[src/rtl/db_pkg.sv]
package db_pkg;

    // Default width of the delay counts and of the level run counter.
    localparam int unsigned DB_CNT_W_DEF = 10;

    // Gate indices; the active sampled level of each side follows from its index.
    localparam int unsigned DB_SIDE_HI = 0;
    localparam int unsigned DB_SIDE_LO = 1;
    localparam int unsigned DB_NUM_SIDES = 2;

    // Level on which a side's gate may turn on.
    function automatic logic db_active_level(input int unsigned side);
        return (side == DB_SIDE_HI) ? 1'b1 : 1'b0;
    endfunction

endpackage

[src/rtl/db_level_track.sv]
// Samples the raw level and counts how long it has held its present value.
module db_level_track #(
    parameter int unsigned CNT_W = db_pkg::DB_CNT_W_DEF
) (
    input  logic             clk,
    input  logic             rst_n,
    input  logic             level_in,
    output logic             level_q,
    output logic             armed_q,
    output logic [CNT_W-1:0] run_q
);

    localparam logic [CNT_W-1:0] RUN_MAX = {CNT_W{1'b1}};

    typedef struct packed {
        logic             level;
        logic             armed;
        logic [CNT_W-1:0] run;
    } trk_t;

    trk_t trk_d;
    trk_t trk_q;

    always_comb begin
        trk_d       = trk_q;
        trk_d.level = level_in;
        trk_d.armed = 1'b1;
        // the first edge after reset starts a fresh run.
        if (!trk_q.armed || (level_in != trk_q.level)) begin
            trk_d.run = '0;
        end else if (trk_q.run != RUN_MAX) begin
            // saturate, never wrap back to zero.
            trk_d.run = trk_q.run + 1'b1;
        end
    end

    always_ff @(posedge clk or negedge rst_n) begin
        if (!rst_n) begin
            trk_q <= '0;
        end else begin
            trk_q <= trk_d;
        end
    end

    assign level_q = trk_q.level;
    assign armed_q = trk_q.armed;
    assign run_q   = trk_q.run;

endmodule

[src/rtl/db_gate_qual.sv]
// Turns one gate on once the tracked level has held its active value for dly cycles.
module db_gate_qual #(
    parameter int unsigned CNT_W        = db_pkg::DB_CNT_W_DEF,
    parameter bit          ACTIVE_LEVEL = 1'b1
) (
    input  logic             level_q,
    input  logic             armed_q,
    input  logic [CNT_W-1:0] run_q,
    input  logic [CNT_W-1:0] dly,
    output logic             gate
);

    logic level_ok;
    logic time_ok;

    always_comb begin
        level_ok = (level_q == ACTIVE_LEVEL);
        // a zero delay is met by run 0, the first cycle of the level.
        time_ok  = (run_q >= dly);
        // armed_q is cleared by reset, so the gate is held off.
        gate     = armed_q && level_ok && time_ok;
    end

endmodule

[src/rtl/dead_band_gen.sv]
module dead_band_gen #(
    parameter int unsigned CNT_W = db_pkg::DB_CNT_W_DEF
) (
    input  logic             clk,
    input  logic             rst_n,
    input  logic             pwm_in,
    input  logic [CNT_W-1:0] rise_dly,
    input  logic [CNT_W-1:0] fall_dly,
    output logic             gate_hi,
    output logic             gate_lo
);

    import db_pkg::*;

    logic             level_q;
    logic             armed_q;
    logic [CNT_W-1:0] run_q;
    logic [CNT_W-1:0] dly_arr  [DB_NUM_SIDES];
    logic             gate_arr [DB_NUM_SIDES];

    assign dly_arr[DB_SIDE_HI] = rise_dly;
    assign dly_arr[DB_SIDE_LO] = fall_dly;

    db_level_track #(
        .CNT_W (CNT_W)
    ) track_i (
        .clk      (clk),
        .rst_n    (rst_n),
        .level_in (pwm_in),
        .level_q  (level_q),
        .armed_q  (armed_q),
        .run_q    (run_q)
    );

    // both sides share one level, and their active levels are opposite.
    for (genvar g = 0; g < DB_NUM_SIDES; g++) begin : g_side
        db_gate_qual #(
            .CNT_W        (CNT_W),
            .ACTIVE_LEVEL (db_active_level(g))
        ) qual_i (
            .level_q (level_q),
            .armed_q (armed_q),
            .run_q   (run_q),
            .dly     (dly_arr[g]),
            .gate    (gate_arr[g])
        );
    end

    assign gate_hi = gate_arr[DB_SIDE_HI];
    assign gate_lo = gate_arr[DB_SIDE_LO];

endmodule

[config.mk]
export PLATFORM = sky130hd
export DESIGN_NAME = dead_band_gen
export DESIGN_NICKNAME = d
export VERILOG_FILES = /design/src/rtl/db_pkg.sv /design/src/rtl/db_level_track.sv /design/src/rtl/db_gate_qual.sv /design/src/rtl/dead_band_gen.sv
export SDC_FILE = /design/constraint.sdc
export NUM_CORES = 1
export LEC_CHECK = 0
export ABC_AREA = 1
export BUFFER_PORTS_ARGS = -buffer_cell sky130_fd_sc_hd__buf_2
export CAP_MARGIN = 10
export CORE_ASPECT_RATIO = 1.5
export CORE_MARGIN = 4
export CORE_UTILIZATION = 45
export CTS_CLUSTER_DIAMETER = 80
export DETAILED_ROUTE_END_ITERATION = 7
export PLACE_DENSITY = 0.73
export RECOVER_POWER = 25
export SETUP_SLACK_MARGIN = 0.15
export SLEW_MARGIN = 20
export SYNTH_ARGS = -nofsm -noshare
export SYNTH_HDL_FRONTEND = slang
export SYNTH_HIERARCHICAL = 1
export SYNTH_SLANG_ARGS = --single-unit
export TNS_END_PERCENT = 1
[constraint.sdc]
create_clock -name clk -period 2.1 [get_ports clk]
set_clock_uncertainty 0.2 [all_clocks]
set_input_delay 0.105 -clock clk [delete_from_list [all_inputs] [get_ports clk]]
set_output_delay 0.105 -clock clk [all_outputs]
set_load 0.1 [all_outputs]
==> results.yml <==
synth:
  syn_area_sq_mm: 0.00121
  yosysTopAreaCell: "dfrtp_1"
  ys.warnings.count: 6
  synth.distinct_cells: 21
  synth_area_leaders: "dfrtp_1 (25%), ha_1 (22%), nand2_1 (15%)"
  synth_cells: 176
  ys_ff_latch: 12
  syn_nets: 220
  syn_area_per_cell_sq_um: 6.87
  yosys.area.top_type_share: 0.248
  synth-seq-area-share: 0.248
critical_path:
  worstPathRequired_ps: 1790
  criticalPathCategory: "reg -> out"
  startpoint_type: "register"
  crit_arrival_ps: 1710
  critical_path.max_fanout: 3
  end_kind: "output port"
  reg2reg_depth: 10
route:
  drt_first_pass_iters: 4
  drt-vias-per-instance: 4.84
  routed_wl_mm: 3.20
  via_count: 1238
  drtIter0Drc: 17
  wire_per_inst_microns: 12.5
  final_antenna_net_count: 0
  drc: 0
clock_network:
  clkLatencyLatePin_ps: 260
  cts_buffer_depth: 2
  h-tree-depth: 1
  cts_num_sinks: 12
  clkTransAtPathRegs_ps: 70
  numCtsBuffers: 3
  cts-root-buf: "clkbuf_4"
  cts_tree: "done"
power_and_ir_drop:
  pwr-share-clk: 0.270
  total_power_uw: 494
  p_per_area_mw_per_mm2: 284
  swShare: 0.275
  peakVddDrop_v: 0.000271
  power.internal_uw: 358
  p_leak_nw: 0.968
  pwr-share-seq: 0.487
  pwr-share-comb: 0.243
  power.switching_uw: 136
die:
  fp.dieArea_sq_mm: 0.00360
  die_w_microns: 50.3
  dieHeight_microns: 71.5
  ios: 25
  start_util: 0.483
  rows: 22
  core_sq_mm: 0.00250
cells_and_area:
  utilization: 0.695
  area.growth.synth_to_final_pct: 43.8
  mostFrequentLayoutCell: "nand2_1"
  insertedDiodeCount: 0
  layout.nets: 266
  final_cells: 256
  drive_gt1_frac: 0.377
  fin_area_sq_mm: 0.00174
  layout_common_cells: "nand2_1 (42), inv_1 (39), buf_2 (21)"
grt:
  grt_pass1_wl_mm: 5.19
  grt_start_max_net_pins: 13
  grt_pass1_vias: 1304
  overflow: 0
  grt_usage: 0.182
  grt_antenna_before_repair: 0
sta:
  max_freq_mhz: 496
  slew_headroom: 0.567
  rsz0062_at_grt: "true"
  hold_viol: 0
  setup_viol: 0
  setup_tns_ps: 0
  worst_pin_slew_ps: 649
  finalCriticalPeriod_ps: 2020
  fin_ws_ps: 82.1
  slew_viol_final: 0
  hold_ws_ps: 172
  finalCritPeriodShare: 0.961
placed_design:
  dp_hpwl_mm: 2.13
  dp.cells: 236
  place.port_buffers: 24
  place_ws_ps: 295
  gp_congestion: 0.815
  place_area_sq_mm: 0.00141
worst_hold_path:
  hp-class: "in -> async"
outcome:
  outcome: "completed"
flow_run:
  cap_violations: 0
## layout make-up
class | count | area [sq um]
clock buffers | 3 | 22.5
fillers | 189 | 764
inverters | 44 | 169
multi-input cells | 120 | 908
flip-flops and latches | 12 | 310
well taps | 36 | 45.0
repair buffers | 41 | 285
## logic make-up after synthesis
group / count (synthesis) / share of synthesized area
AND/OR/NAND/NOR: 82 / 0.309
buffers and inverters: 44 / 0.136
adder cells (fa/ha/maj): 21 / 0.217
AO/OA/AOI/OAI: 13 / 0.0641
flip-flops: 12 / 0.248
XOR/XNOR: 3 / 0.0217
other: 1 / 0.00310
## metal layers
metal,global-route usage,vias up,share of wire
li1,-,629,-
met2,0.352,36,0.57
met1,0.186,563,0.37
met5,0,-,0
met3,0.0125,10,0.028
met4,0.102,0,0.030
## power by group through the flow
stage	Sequential (mW)	Combinational [mW]	Clock (mW)
6_report	0.241	0.120	0.133
5_1_grt	0.242	0.137	0.153
4_1_cts	0.241	0.112	0.141
3_5_place_dp	0.246	0.0858	0
3_3_place_gp	0.246	0.0817	0
2_1_floorplan	0.245	0.0492	0
## Yosys cell counts
master     n
nor3_1     1
xor2_1     2
nand3_1   12
conb_1     1
o21bai_1   2
nand3_4    1
nand4_1    2
dfrtp_1   12
inv_1     42
nand2_2    1
a21o_1     3
nor2_1    10
ha_1      21
clkinv_1   1
nor2_2     3
nand2_1   49
a21oi_1    8
inv_2      1
nor2_4     2
xnor2_1    1
nand3_2    1
## sequential cells by signal, indices dropped and copies added, names as in the netlist
signal and cells:
track_i/run_q 10, track_i/armed_q 1, track_i/level_q 1
## worst max-delay path, stage by stage (launching register included)
cell        delay [ps]
dfrtp_2            440
ha_4               300
nand2_2             60
nor2_1             160
nand3_2            110
nand3_2             70
nand2_2             60
clkinvlp_4          80
buf_12             160
## worst paths after layout
check	to	startpoint	slack (ps)
max in group asynchronous	track_i/run_q[4]	rst_n	1070
min reg2reg	track_i/run_q[1]	track_i/run_q[1]	370
min	track_i/level_q	rst_n	170
max reg2reg	track_i/run_q[7]	track_i/run_q[0]	260
min in group clk	track_i/level_q	pwm_in	300
max	gate_hi	track_i/run_q[5]	80
## what timing repair did
| item | in CTS | in global routing |
|---|---|---|
| hold buffers | 2 | 0 |
| pin swaps | 15 | 6 |
| setup buffers | 12 | 3 |
| endpoints found under the hold margin | 13 | 0 |
| gates resized for setup | 23 | 12 |
| endpoints found under the setup margin | 2 | 2 |
(Power assumes the default switching activity.)
